$ cat src/rtl/hgpio_pkg.sv
package hgpio_pkg;

  localparam int unsigned ADDR_W = 12;

  localparam logic [ADDR_W-1:0] OFS_OUT  = 12'h00C;
  localparam logic [ADDR_W-1:0] OFS_IN   = 12'h010;
  localparam logic [ADDR_W-1:0] OFS_FEN  = 12'h014;
  localparam logic [ADDR_W-1:0] OFS_REN  = 12'h018;
  localparam logic [ADDR_W-1:0] OFS_STS  = 12'h020;
  localparam logic [ADDR_W-1:0] HI_STEP  = 12'h500;
  localparam logic [ADDR_W-1:0] OFS_BRT  = 12'h508;

  typedef enum logic [2:0] {
    SEL_NONE,
    SEL_OUT,
    SEL_IN,
    SEL_FEN,
    SEL_REN,
    SEL_STS,
    SEL_BRT
  } sel_e;

  typedef struct packed {
    sel_e sel;
    logic hi;
  } dec_t;

  function automatic dec_t decode(input logic [ADDR_W-1:0] a);
    dec_t d;
    d.sel = SEL_NONE;
    d.hi  = 1'b0;
    case (a)
      OFS_OUT:           d.sel = SEL_OUT;
      OFS_IN:            d.sel = SEL_IN;
      OFS_FEN:           d.sel = SEL_FEN;
      OFS_REN:           d.sel = SEL_REN;
      OFS_STS:           d.sel = SEL_STS;
      OFS_OUT + HI_STEP: begin d.sel = SEL_OUT; d.hi = 1'b1; end
      OFS_IN  + HI_STEP: begin d.sel = SEL_IN;  d.hi = 1'b1; end
      OFS_FEN + HI_STEP: begin d.sel = SEL_FEN; d.hi = 1'b1; end
      OFS_REN + HI_STEP: begin d.sel = SEL_REN; d.hi = 1'b1; end
      OFS_STS + HI_STEP: begin d.sel = SEL_STS; d.hi = 1'b1; end
      OFS_BRT:           d.sel = SEL_BRT;
      default:           d.sel = SEL_NONE;
    endcase
    return d;
  endfunction

endpackage

$ cat src/rtl/hgpio_halfreg.sv
module hgpio_halfreg #(
  parameter int unsigned W = 32,
  parameter logic [W-1:0] RST = '0
) (
  input  logic           clk,
  input  logic           rst,
  input  logic           wr_lo,
  input  logic           wr_hi,
  input  logic [W/2-1:0] wdata,
  output logic [W-1:0]   q
);
  localparam int unsigned H = W / 2;

  always_ff @(posedge clk) begin
    if (rst) begin
      q <= RST;
    end else begin
      if (wr_lo) q[H-1:0] <= wdata;
      if (wr_hi) q[W-1:H] <= wdata;
    end
  end
endmodule

$ cat src/rtl/hgpio_edge.sv
module hgpio_edge #(
  parameter int unsigned W = 32
) (
  input  logic           clk,
  input  logic           rst,
  input  logic [W-1:0]   pins_in,
  input  logic [W-1:0]   fall_en,
  input  logic [W-1:0]   rise_en,
  input  logic           clr_lo,
  input  logic           clr_hi,
  input  logic [W/2-1:0] clr_data,
  output logic [W-1:0]   in_q,
  output logic [W-1:0]   status,
  output logic [W-1:0]   set_vec,
  output logic           irq
);
  localparam int unsigned H = W / 2;

  logic [W-1:0] prev_q;
  logic [W-1:0] clr_mask;
  logic [W-1:0] status_nx;

  // Sample the pins, then keep the previous sample for comparison.
  always_ff @(posedge clk) begin
    if (rst) begin
      in_q   <= '1;
      prev_q <= '1;
    end else begin
      in_q   <= pins_in;
      prev_q <= in_q;
    end
  end

  always_comb begin
    set_vec  = (in_q & ~prev_q & rise_en) | (~in_q & prev_q & fall_en);
    clr_mask = {(clr_hi ? clr_data : {H{1'b0}}),
                (clr_lo ? clr_data : {H{1'b0}})};
    // A new edge outranks a clear in the same cycle.
    status_nx = (status & ~clr_mask) | set_vec;
  end

  always_ff @(posedge clk) begin
    if (rst) begin
      status <= '0;
      irq    <= 1'b0;
    end else begin
      status <= status_nx;
      irq    <= |status_nx;
    end
  end
endmodule

$ cat src/rtl/hgpio_side.sv
module hgpio_side #(
  parameter int unsigned W       = 32,
  parameter int unsigned BRT_LSB = 16,
  parameter int unsigned BRT_W   = 3,
  parameter int unsigned SDA_BIT = 29,
  parameter int unsigned SCL_BIT = 30
) (
  input  logic             clk,
  input  logic             rst,
  input  logic             wr_brt,
  input  logic             wr_out_hi,
  input  logic [W/2-1:0]   wdata,
  output logic [BRT_W-1:0] bright,
  output logic             sda,
  output logic             scl
);
  localparam int unsigned H = W / 2;
  localparam int unsigned BRT_OFS = BRT_LSB - H;
  localparam int unsigned SDA_OFS = SDA_BIT - H;
  localparam int unsigned SCL_OFS = SCL_BIT - H;

  always_ff @(posedge clk) begin
    if (rst) begin
      bright <= '0;
      sda    <= 1'b0;
      scl    <= 1'b0;
    end else if (wr_out_hi) begin
      bright <= wdata[BRT_OFS +: BRT_W];
      sda    <= wdata[SDA_OFS];
      scl    <= wdata[SCL_OFS];
    end else if (wr_brt) begin
      bright <= wdata[BRT_W-1:0];
    end
  end
endmodule

$ cat src/rtl/hgpio_ctrl.sv
module hgpio_ctrl #(
  parameter int unsigned NPINS   = 32,
  parameter int unsigned BRT_LSB = 16,
  parameter int unsigned BRT_W   = 3,
  parameter int unsigned SDA_BIT = 29,
  parameter int unsigned SCL_BIT = 30
) (
  input  logic                     clk,
  input  logic                     rst,
  input  logic                     wr_en,
  input  logic                     rd_en,
  input  logic [hgpio_pkg::ADDR_W-1:0] addr,
  input  logic [NPINS-1:0]         wdata,
  output logic [NPINS-1:0]         rdata,
  input  logic [NPINS-1:0]         pins_in,
  output logic [NPINS-1:0]         pins_out,
  output logic                     irq,
  output logic [BRT_W-1:0]         bright,
  output logic                     i2c_sda,
  output logic                     i2c_scl
);
  import hgpio_pkg::*;

  localparam int unsigned H     = NPINS / 2;
  localparam int unsigned N_CFG = 3;

  dec_t dec;
  logic [NPINS-1:0] cfg_q [N_CFG];
  logic [NPINS-1:0] in_q;
  logic [NPINS-1:0] sts_q;
  logic [NPINS-1:0] set_w;
  logic [H-1:0]     rd_half;
  logic             unused_wdata;

  assign dec          = decode(addr);
  assign unused_wdata = ^wdata[NPINS-1:H];

  // Output, falling mask and rising mask share one split-half register shape.
  for (genvar g = 0; g < N_CFG; g++) begin : g_cfg
    localparam sel_e SEL_G = (g == 0) ? SEL_OUT : ((g == 1) ? SEL_FEN : SEL_REN);
    hgpio_halfreg #(.W(NPINS), .RST('0)) u_reg (
      .clk   (clk),
      .rst   (rst),
      .wr_lo (wr_en && dec.sel == SEL_G && !dec.hi),
      .wr_hi (wr_en && dec.sel == SEL_G &&  dec.hi),
      .wdata (wdata[H-1:0]),
      .q     (cfg_q[g])
    );
  end

  hgpio_edge #(.W(NPINS)) u_edge (
    .clk      (clk),
    .rst      (rst),
    .pins_in  (pins_in),
    .fall_en  (cfg_q[1]),
    .rise_en  (cfg_q[2]),
    .clr_lo   (wr_en && dec.sel == SEL_STS && !dec.hi),
    .clr_hi   (wr_en && dec.sel == SEL_STS &&  dec.hi),
    .clr_data (wdata[H-1:0]),
    .in_q     (in_q),
    .status   (sts_q),
    .set_vec  (set_w),
    .irq      (irq)
  );

  hgpio_side #(
    .W       (NPINS),
    .BRT_LSB (BRT_LSB),
    .BRT_W   (BRT_W),
    .SDA_BIT (SDA_BIT),
    .SCL_BIT (SCL_BIT)
  ) u_side (
    .clk       (clk),
    .rst       (rst),
    .wr_brt    (wr_en && dec.sel == SEL_BRT),
    .wr_out_hi (wr_en && dec.sel == SEL_OUT && dec.hi),
    .wdata     (wdata[H-1:0]),
    .bright    (bright),
    .sda       (i2c_sda),
    .scl       (i2c_scl)
  );

  assign pins_out = cfg_q[0];

  always_comb begin
    rd_half = '0;
    case (dec.sel)
      SEL_OUT: rd_half = dec.hi ? cfg_q[0][NPINS-1:H] : cfg_q[0][H-1:0];
      SEL_IN:  rd_half = dec.hi ? in_q[NPINS-1:H]     : in_q[H-1:0];
      SEL_FEN: rd_half = dec.hi ? cfg_q[1][NPINS-1:H] : cfg_q[1][H-1:0];
      SEL_REN: rd_half = dec.hi ? cfg_q[2][NPINS-1:H] : cfg_q[2][H-1:0];
      SEL_STS: rd_half = dec.hi ? sts_q[NPINS-1:H]    : sts_q[H-1:0];
      SEL_BRT: rd_half[BRT_W-1:0] = bright;
      default: rd_half = '0;
    endcase
  end

  always_ff @(posedge clk) begin
    if (rst) begin
      rdata <= '0;
    end else if (rd_en) begin
      rdata <= {{(NPINS-H){1'b0}}, rd_half};
    end
  end
endmodule

$ cat config.mk
export PLATFORM = sky130hd
export DESIGN_NAME = hgpio_ctrl
export DESIGN_NICKNAME = d
export VERILOG_FILES = /design/src/rtl/hgpio_pkg.sv /design/src/rtl/hgpio_halfreg.sv /design/src/rtl/hgpio_edge.sv /design/src/rtl/hgpio_side.sv /design/src/rtl/hgpio_ctrl.sv
export SDC_FILE = /design/constraint.sdc
export NUM_CORES = 1
export LEC_CHECK = 0
export CAP_MARGIN = 20
export CORE_MARGIN = 4
export CORE_UTILIZATION = 40
export CTS_CLUSTER_DIAMETER = 200
export CTS_CLUSTER_SIZE = 25
export DETAILED_ROUTE_END_ITERATION = 8
export PLACE_DENSITY = 0.73
export SLEW_MARGIN = 0
export SYNTH_ARGS = -nofsm -noshare
export SYNTH_HDL_FRONTEND = slang
export SYNTH_SLANG_ARGS = --single-unit
$ cat constraint.sdc
create_clock -name clk -period 2.9 [get_ports clk]
set_clock_uncertainty 0.2 [all_clocks]
set_input_delay 0.58 -clock clk [delete_from_list [all_inputs] [get_ports clk]]
set_output_delay 0.58 -clock clk [all_outputs]
set_load 0.01 [all_outputs]
== Yosys cells after proc, flatten, opt, wreduce, memory -nomap -nowiden ==
Index checks and enable logic that the tools add are counted.

* Register bits: 214
* Bits of input ports: 80
* Output and inout port bits: 70
* Word-level logic and storage cells: 76

* Equal/unequal tests: 17
* Mux-type cells: 13
* Bitwise operators: 10
* Reduce and logical (&&, ||, !) cells: 22

{| class="wikitable"
|+ Operators by type and width
! cell !! count
|-
| 32-bit bitwise AND || 5
|-
| 16-bit two-way mux || 7
|-
| 32-bit NOT || 3
|-
| 12-bit by 11-bit equality test with 1-bit output (second input constant) || 6
|-
| 13-bit one-hot mux with 5 select lines || 1
|-
| 32-bit OR || 2
|-
| 12-bit by 5-bit equality test with 1-bit output (second input constant) || 3
|-
| 3-bit one-hot mux with 6 select lines || 2
|-
| 32-bit OR reduction || 1
|-
| 1-bit logical AND || 13
|-
| 12-bit by 4-bit equality test with 1-bit output (second input constant) || 1
|-
| 12-bit by 6-bit equality test with 1-bit output (second input constant) || 1
|-
| 2-bit OR reduction || 5
|-
| 3-bit equality test (second input constant) || 3
|-
| 3-bit by 2-bit equality test with 1-bit output (second input constant) || 2
|-
| 3-bit two-way mux || 2
|-
| 5-bit OR reduction || 1
|-
| 3-bit by 1-bit equality test with 1-bit output (second input constant) || 1
|-
| 2-bit nonzero test || 1
|-
| 1-bit zero test || 1
|-
| 1-bit two-way mux || 1
|}

== Depth between registers and ports, before layout ==
Gate-level depths: netlist of the first run.

* Word-level depth: 11
* Gate-level depth with buffers: 10
* Gate-level depth less buffers: 6

== By module ==
Synthesis of the first run repeated with hierarchy kept, for this count alone.

* Cells, all modules: 983
* Area total of the unflattened synthesis: 9831.9 um2

{| class="wikitable"
|+ By module, submodules not included
! module !! instances !! cells each !! area each (um2) !! sequential area each (um2)
|-
| hgpio_edge || 1 || 378 || 3692.3 || 1941.9
|-
| hgpio_halfreg || 3 || 103 || 1157.4 || 640.6
|-
| hgpio_ctrl || 1 || 277 || 2472.4 || 320.3
|-
| hgpio_side || 1 || 19 || 195.2 || 100.1
|}

== Worst setup path after synthesis of the first run ==
No wires, ideal clock.

* Path type: in2reg
* Start: in addr[2] (netlist bit)
* End: reg u_edge.irq
* Setup time: 0.132 ns
* Arrival: 2.592 ns
* Required time: 2.568 ns
* Path slack: -0.024 ns
* Stages on the path: 9
* Path buffers: 3
* Cells stage by stage: buf_6 or4b_1 buf_2 clkbuf_2 or4_1 a21oi_1 nand4_1 nor4_1 a21oi_1

* Word-level cells in the longest chain between the ends: 11
* Elaborated cells on any way between the ends: 30
* Those cells by class: eq/ne (12); mux (4); bitwise (3); reduce/logical (11)

{| class="wikitable"
|+ Ends and longest elaborated chain
! item !! RTL line !! RTL
|-
| start, declared || hgpio_ctrl.sv:12 || <nowiki>input logic [hgpio_pkg::ADDR_W-1:0] addr,</nowiki>
|-
| 12-bit by 11-bit equality test with 1-bit output, or another cell as far along || hgpio_pkg.sv:32 || <nowiki>case (a)</nowiki>
|-
| 2-bit OR reduction (no source line) || -- ||
|-
| 3-bit one-hot mux with 6 select lines || hgpio_pkg.sv:32 ||
|-
| 3-bit equality test || hgpio_ctrl.sv:57, hgpio_ctrl.sv:58 ||
|-
| 1-bit logical AND || hgpio_ctrl.sv:57, hgpio_ctrl.sv:58 ||
|-
| 1-bit logical AND, on equally long branches || hgpio_ctrl.sv:57, hgpio_ctrl.sv:58 ||
|-
| 16-bit two-way mux, on equally long branches || hgpio_edge.sv:37, hgpio_edge.sv:36 ||
|-
| 32-bit NOT * || hgpio_edge.sv:39 || <nowiki>status_nx = (status & ~clr_mask) | set_vec;</nowiki>
|-
| 32-bit bitwise AND * || hgpio_edge.sv:39 ||
|-
| 32-bit OR * || hgpio_edge.sv:39 ||
|-
| 32-bit OR reduction * || hgpio_edge.sv:48 || <nowiki>irq <= |status_nx;</nowiki>
|-
| end signal, assigned || hgpio_edge.sv:48 ||
|-
| end, declared || hgpio_edge.sv:15 || <nowiki>output logic irq</nowiki>
|}

Mark *: on every way between the ends. The rest lies on a longest branch, timed or not.
A chain may end at the register's enable or synchronous reset.

== Worst setup path after layout of the first run ==
* Start: in addr[1] (netlist bit)
* End: reg rdata[10]

* Word-level cells in the longest chain between the ends: 5
* Elaborated cells on any way between the ends: 30
* Those cells by class: eq/ne (16); mux (8); reduce/logical (6)

{| class="wikitable"
|+ Ends and longest elaborated chain
! item !! RTL line !! RTL
|-
| 12-bit by 11-bit equality test with 1-bit output, or another cell as far along || hgpio_pkg.sv:32 ||
|-
| 2-bit OR reduction (no source line) or 5-bit OR reduction (tied branches) || -- ||
|-
| 3-bit one-hot mux with 6 select lines or 1-bit two-way mux (tied branches) || hgpio_pkg.sv:32 ||
|-
| 3-bit equality test, or another cell as far along || hgpio_ctrl.sv:87 || <nowiki>case (dec.sel)</nowiki>
|-
| 13-bit one-hot mux with 5 select lines * || hgpio_ctrl.sv:87 ||
|-
| end signal, assigned || hgpio_ctrl.sv:102 || <nowiki>rdata <= {{(NPINS-H){1'b0}}, rd_half};</nowiki>
|-
| end, declared || hgpio_ctrl.sv:14 || <nowiki>output logic [NPINS-1:0] rdata,</nowiki>
|}

Marks and branches as above.

==> key figures, run 1 <==
Run status
  • Status: complete, no violations

STA
  • Tcrit/Tclk final: 99.7%
  • Hold_ws: 276 ps
  • Period minus WS final: between 2000 and 3000 ps
  • FMAX: ~350 MHz
  • Max-slew headroom at the worst pin: 49.0%
  • Worst setup margin: 7.63 ps
  • Final setup viols: 0
  • Final hold vios: 0
  • Tightest Pin Transition: 765 ps
  • Max-slew violations: 0

Worst hold path
  • Worst hold path type: flip-flop to flip-flop
  • Hold Path End: g_cfg[1].u_reg.q[7]$_SDFFE_PP0P_
  • Hold Path Cell Cnt: 2
  • Min-delay src: g_cfg[1].u_reg.q[7]$_SDFFE_PP0P_

Setup path
  • Crit path launch type: primary input
  • Worst setup EP type: flip-flop
  • CP Cell Sequence: clkbuf_2 -> or4_4 -> or3_4 -> buf_6 -> nor4_4 -> buf_4 -> clkbuf_16 -> buf_12 -> a221oi_2 -> a21o_1 -> a221oi_2
  • Worst path max stage delay: 570 ps
  • RR Startpoint: u_edge.in_q[4]$_SDFF_PP1_
  • Setup CP Type: primary input to flip-flop
  • Top cell family by delay on the critical path: simple AND/OR/NAND/NOR gates
  • R2R Path End: u_edge.irq$_SDFF_PP0_
  • Crit path max fanout: 8
  • R2r setup slk: 1020 ps
  • Worst Path Buf+Inv: 5
  • Worst path slowest cell: or4_4
  • Worst EP arrival: between 3000 and 4000 ps
  • Most Frequent Cell on Critical Path: a221oi_2
  • Reg2Reg Depth: 5
  • Required time worst endpoint: 3090 ps

Routing
  • Via count: between 9000 and 10000
  • Post-DRT Antenna Nets: 0
  • Final wirelength: 33800 um
  • Vias per cell: 5.88
  • Iter 0 DRT Violations: 1137
  • Post-detailed-route wirelength per cell: 21.0 um
  • DR DRC count: 0
  • Initial DRT Pass Iterations: 7

Synthesis
  • Register bit total from synthesis: about 210
  • Sequential area share after synthesis: 43.7%
  • Leading post-synthesis cells by cell area: dfxtp_1 (44%), nand2_1 (8.4%), a21oi_1 (6.0%), or2_2 (4.2%), buf_4 (4.1%)
  • Top-area cell type share of the netlist area: 43.7%
  • Cell count after synthesis: 1137
  • Post-synth EDFFs: 0
  • Synthesized cell area: 0.00971 mm^2
  • YS warnings: 0
  • Post-synth ARST share: 0%
  • Syn Area/Cell: 8.54 um^2
  • Synth cell count leaders: nand2_1 (218), dfxtp_1 (212), a21oi_1 (117), or2_2 (65), clkbuf_1 (59)
  • Distinct cells, synth: 52
  • Synth area leader: dfxtp_1
  • Most instantiated library cell after synthesis: nand2_1
  • Synth Flop Type: dfxtp_1

Finish
  • Layout cell share with drive strength beyond 1: 23.6%
  • Fill cells: 2175
  • Antenna fix cells: 0
  • Final core occ: 53.1%
  • Fin area: 0.0126 mm^2
  • Nets: 1367
  • Area growth, synth to finish: 29.6%

Pwr
  • Internal power: 3970 uW
  • Comb power frac: 7.9%
  • Psw: about 1200 uW
  • Switching part of the total: 23.6%
  • Leakage: roughly 0.0045 uW
  • Power per Cell Area: 413 mW/mm^2
  • Register share of total power: 57.6%
  • Clock share of power: approximately a third
  • Peak VDD IR: 0.354 mV

Die
  • Die width: 164 um
  • Core ar.: 0.0237 mm^2
  • Initial Util: 41.0%
  • Chip Height: 164 um
  • I/O Pins: 150
  • # rows: 56
  • Die Area: 0.0268 mm^2

Global route
  • GR Overflow Total: 0
  • Initial antenna violation count: 0
  • Gr usage total: 23.8%
  • Vias in the first global route: 8855
  • First-pass GRT wire length: 50100 um
  • Largest net degree at the start of global routing: 78

Place
  • RD Place Congestion: 0.895
  • Setup WS pre-CTS: -898 ps
  • Post-DP HPWL: 23000 um
  • Post-Place Cell Area: 0.0118 mm^2
  • Buffers on Ports: 117

Clock tree
  • Latest clock arrival within the worst-skew pair: 480 ps
  • CTS H-tree depth: 1
  • Reg clk slew, reported paths: 100 ps
  • CTS tree: done
  • Num CTS Buffers: 12
  • CTS max path bufs: 3
  • Root buffer cell: clkbuf_16
  • Clock sink count: approximately 210
  • Number of hold buffers added after CTS: 0

Job
  • MaxCap Viol Count: 0
-- worst max path at each step --
| stage | from | to | slack, ps | depth (start not counted) |
|---|---|---|---|---|
| floorplan | addr[1] | g_cfg[2].u_reg.q[10]$_SDFFE_PP0P_ | 3 | 9 |
| global placement | addr[1] | u_edge.irq$_SDFF_PP0_ | -900 | 8 |
| detailed placement | addr[1] | u_edge.irq$_SDFF_PP0_ | -900 | 8 |
| CTS | addr[3] | u_edge.irq$_SDFF_PP0_ | -50 | 8 |
| global route | addr[1] | rdata[11]$_SDFFE_PP0P_ | -10 | 11 |
| finish | addr[1] | rdata[10]$_SDFFE_PP0P_ | 8 | 11 |
-- worst reg2reg max path, delay by kind of cell, from the launching register on --
family | cells | cell delay (ps)
compound gates | 3 | 450
flops | 1 | 490
simple gates | 2 | 640
-- cell families after synthesis --
group	count (synthesis)	share of synthesized area (%)
simple gates	496	27.3
other cells	1	0.0386
flops	212	43.7
xor+xnor	1	0.0902
mux	27	2.93
buf+inv	152	8.66
compound gates	248	17.3
-- placed cells by master, fill, tap and decap left out, types with 6 or more instances in the layout --
cell             instances
or4_1                   14
clkbuf_16               16
clkdlybuf4s50_1        106
o21ai_0                 32
and3_1                  14
buf_12                  23
dlymetal6s2s_1           6
a21oi_2                 11
nand3b_1                32
nor4bb_1                16
dfxtp_1                212
nand3_1                 18
a21o_1                  13
a32oi_1                 12
nand2_1                218
a221oi_1                23
or2_2                   64
mux2i_1                 16
buf_4                  115
a21oi_1                106
nand4_1                 40
mux2_2                  11
a222oi_1                14
buf_6                   12
conb_1                  16
nor2_1                  51
a221o_1                  6
a221oi_2                16
-- stage by stage --
stage	TNS, ps	power (uW)	instances
floorplan	0	3240	1152
global placement	-62840	3440	1572
detailed placement	-68930	3450	1572
CTS	-53.0	5210	1593
global route	-36.7	5340	1606
finish	0	5190	1606
-- routing by layer --
layer,up-vias,routed length [um],global-route usage [%]
li1,4282,-,-
met1,4458,13200,31.6
met2,609,15600,38.7
met3,92,3280,3.34
met4,0,1640,10.6
met5,-,0,0
-- layout make-up --
cell class | instances | area (um^2) | area share [%]
Clock inverter | 1 | 16.3 | 0.129
Inverter | 2 | 7.51 | 0.0597
Multi-Input combinational cell | 788 | 4840 | 38.5
Tap cell | 319 | 399 | 3.17
Sequential cell | 212 | 4240 | 33.7
Timing Repair Buffer | 271 | 2750 | 21.8
Clock buffer | 13 | 325 | 2.59
-- power groups by stage --
stage | registers (uW) | clock network, uW | logic [uW]
global placement | 3060 | 0 | 389
detailed placement | 3060 | 0 | 392
global route | 3000 | 1910 | 432
finish | 2990 | 1790 | 410
CTS | 2990 | 1820 | 394
floorplan | 3040 | 0 | 197
-- sequential cells by signal, indices dropped and copies added (netlist names) --
register,cells
u_edge.prev_q,32
rdata,16
u_side.bright,3
u_edge.irq,1
g_cfg.u_reg.q,96
u_edge.status,32
u_edge.in_q,32
-- what timing repair did --
item,CTS,global route
setup buffers,4,10
gates cloned,3,3
setup endpoints to repair,97,62
resized for setup,24,40
pin swaps,12,17
Note: power is estimated with default switching activity, not from simulation.
==> run 2, diff against run 1 <==
--- a/config.mk
+++ b/config.mk
@@ -6,6 +6,7 @@
 export NUM_CORES = 1
 export LEC_CHECK = 0
 export CAP_MARGIN = 20
+export CORE_ASPECT_RATIO = 0.8
 export CORE_MARGIN = 4
 export CORE_UTILIZATION = 40
 export CTS_CLUSTER_DIAMETER = 200
==> key figures, run 2 (same netlist as run 1, synthesis figures left out) <==
STA
  • Period minus WS final: around 2900 ps
  • FMAX: 343 MHz
  • Final setup viols: 1
  • Max-slew headroom at the worst pin: around 54%
  • Final hold vios: 0
  • Tcrit/Tclk final: 100%
  • Hold_ws: 275 ps
  • Tightest Pin Transition: 685 ps
  • Worst setup margin: -13.2 ps
  • Max-slew violations: 0

Clock tree
  • CTS tree: done
  • Reg clk slew, reported paths: 100 ps
  • CTS max path bufs: 3
  • Root buffer cell: clkbuf_16
  • Latest clock arrival within the worst-skew pair: 480 ps
  • Num CTS Buffers: 12
  • CTS H-tree depth: 1
  • Clock sink count: 212

Setup path
  • RR Startpoint: u_edge.prev_q[7]$_SDFF_PP1_
  • Reg2Reg Depth: 6
  • Worst EP arrival: 3080 ps
  • Required time worst endpoint: 3070 ps
  • Worst setup EP type: flip-flop
  • Crit path launch type: primary input
  • R2R Path End: u_edge.irq$_SDFF_PP0_
  • R2r setup slk: 950 ps
  • Crit path max fanout: 20
  • Setup CP Type: primary input to flip-flop

Worst hold path
  • Min-delay src: g_cfg[1].u_reg.q[9]$_SDFFE_PP0P_
  • Hold Path Cell Cnt: 2
  • Worst hold path type: flip-flop to flip-flop
  • Hold Path End: g_cfg[1].u_reg.q[9]$_SDFFE_PP0P_

Die
  • Chip Height: ~150 um
  • Die Area: between 0.02 and 0.03 mm^2
  • # rows: 50
  • I/O Pins: 150
  • Die width: 182 um
  • Initial Util: between 40% and 50%
  • Core ar.: approximately 0.024 mm^2

Finish
  • Area growth, synth to finish: 27.5%
  • Antenna fix cells: 0
  • Commonest non-fill, non-tap cell in the layout: nand2_1
  • Layout cell share with drive strength beyond 1: 21.9%
  • Nets: around 1400
  • Most frequent cells in the layout: nand2_1 (218), dfxtp_1 (212), a21oi_1 (109)
  • Layout Cells excl Fill: 1584
  • Final core occ: about 52%
  • Largest Register: g_cfg.u_reg.q
  • Fin area: 0.0124 mm^2
  • Max reg flops: 96

Global route
  • Initial antenna violation count: 0
  • GR Overflow Total: 0
  • First-pass GRT wire length: 49600 um
  • Vias in the first global route: 8814
  • Largest net degree at the start of global routing: 61
  • Gr usage total: 22.9%

Pwr
  • Power per Cell Area: 418 mW/mm^2
  • Leakage: 0.00436 uW
  • Peak VDD IR: 0.343 mV
  • Power Total: 5180 uW

Routing
  • Post-detailed-route wirelength per cell: between 20 and 25 um
  • Vias per cell: 5.90
  • DR DRC count: 0
  • Final wirelength: between 30000 and 40000 um
  • Via count: 9342
  • Initial DRT Pass Iterations: 8
  • Iter 0 DRT Violations: ~1100
  • Post-DRT Antenna Nets: 0

Place
  • Dpl cells: around 1600
  • Post-DP HPWL: between 20000 and 25000 um
  • Buffers on Ports: 117
  • Post-Place Cell Area: 0.0117 mm^2
  • RD Place Congestion: ~0.92

Run status
  • Failing checks: setup timing
  • Status: finished with violations

Job
  • MaxCap Viol Count: 0
-- run 2: cell types whose count changed in the layout (fill, tap and decap cells not counted), moves of 4 or more --
cell	delta
clkbuf_2	-4
dlygate4sd2_1	+6
dlymetal6s2s_1	-6
a21oi_2	-4
buf_4	-12
-- run 2: stage by stage --
step / TNS [ps] / setup slack (ps)
6_report: -13.2 / -13.2
5_1_grt: -104 / -25.1
4_1_cts: 0 / 11.2
3_5_place_dp: -63840 / -891
3_3_place_gp: -59420 / -909
2_1_floorplan: 0 / 2.57
-- run 2: power breakdown --
part	internal, uW	total (uW)	switching (uW)
logic	192	401	209
clock network	816	1790	972
registers	2950	2990	37.3
total	3960	5180	1220
-- run 2: worst max path at each step --
stage	startpoint	endpoint	slack, ps	cells after the start
finish	addr[0]	u_edge.irq$_SDFF_PP0_	-10	9
global route	addr[0]	rdata[11]$_SDFFE_PP0P_	-30	11
CTS	addr[0]	rdata[10]$_SDFFE_PP0P_	10	11
detailed placement	addr[1]	u_edge.irq$_SDFF_PP0_	-890	8
global placement	addr[1]	u_edge.irq$_SDFF_PP0_	-910	8
floorplan	addr[1]	g_cfg[2].u_reg.q[10]$_SDFFE_PP0P_	3	9
-- run 2: cell type report --
cell class                      count  area (um^2)
Multi-Input combinational cell    788         4820
Tap cell                          312          390
Clock inverter                      1         16.3
Fill cell                        2169        11300
Timing Repair Buffer              256         2580
Sequential cell                   212         4240
Inverter                            2         7.51
Clock buffer                       13          325
-- run 2: critical path, cell delays in order --
cell and delay [ps]:
dlygate4sd2_1 240, or4_4 520, buf_6 150, buf_12 140
or4_1 520, a21oi_2 190, nand4_1 210, nor4_4 420
a21oi_2 100
-- run 2: repair_timing --
| item | in CTS | in global routing |
|---|---|---|
| cloned | 3 | 1 |
| pin swaps | 16 | 14 |
| endpoints found under the setup margin | 96 | 58 |
| buffers inserted | 7 | 2 |
| resized for setup | 38 | 15 |
| hold buffers | 0 | 0 |
-- run 2: layer usage --
metal	routed length (um)	up-vias	track usage (%)
met5	0	-	0
met4	1140	0	7.31
met3	2990	82	3.24
met2	14800	585	36.6
met1	13400	4426	32.1
li1	-	4249	-
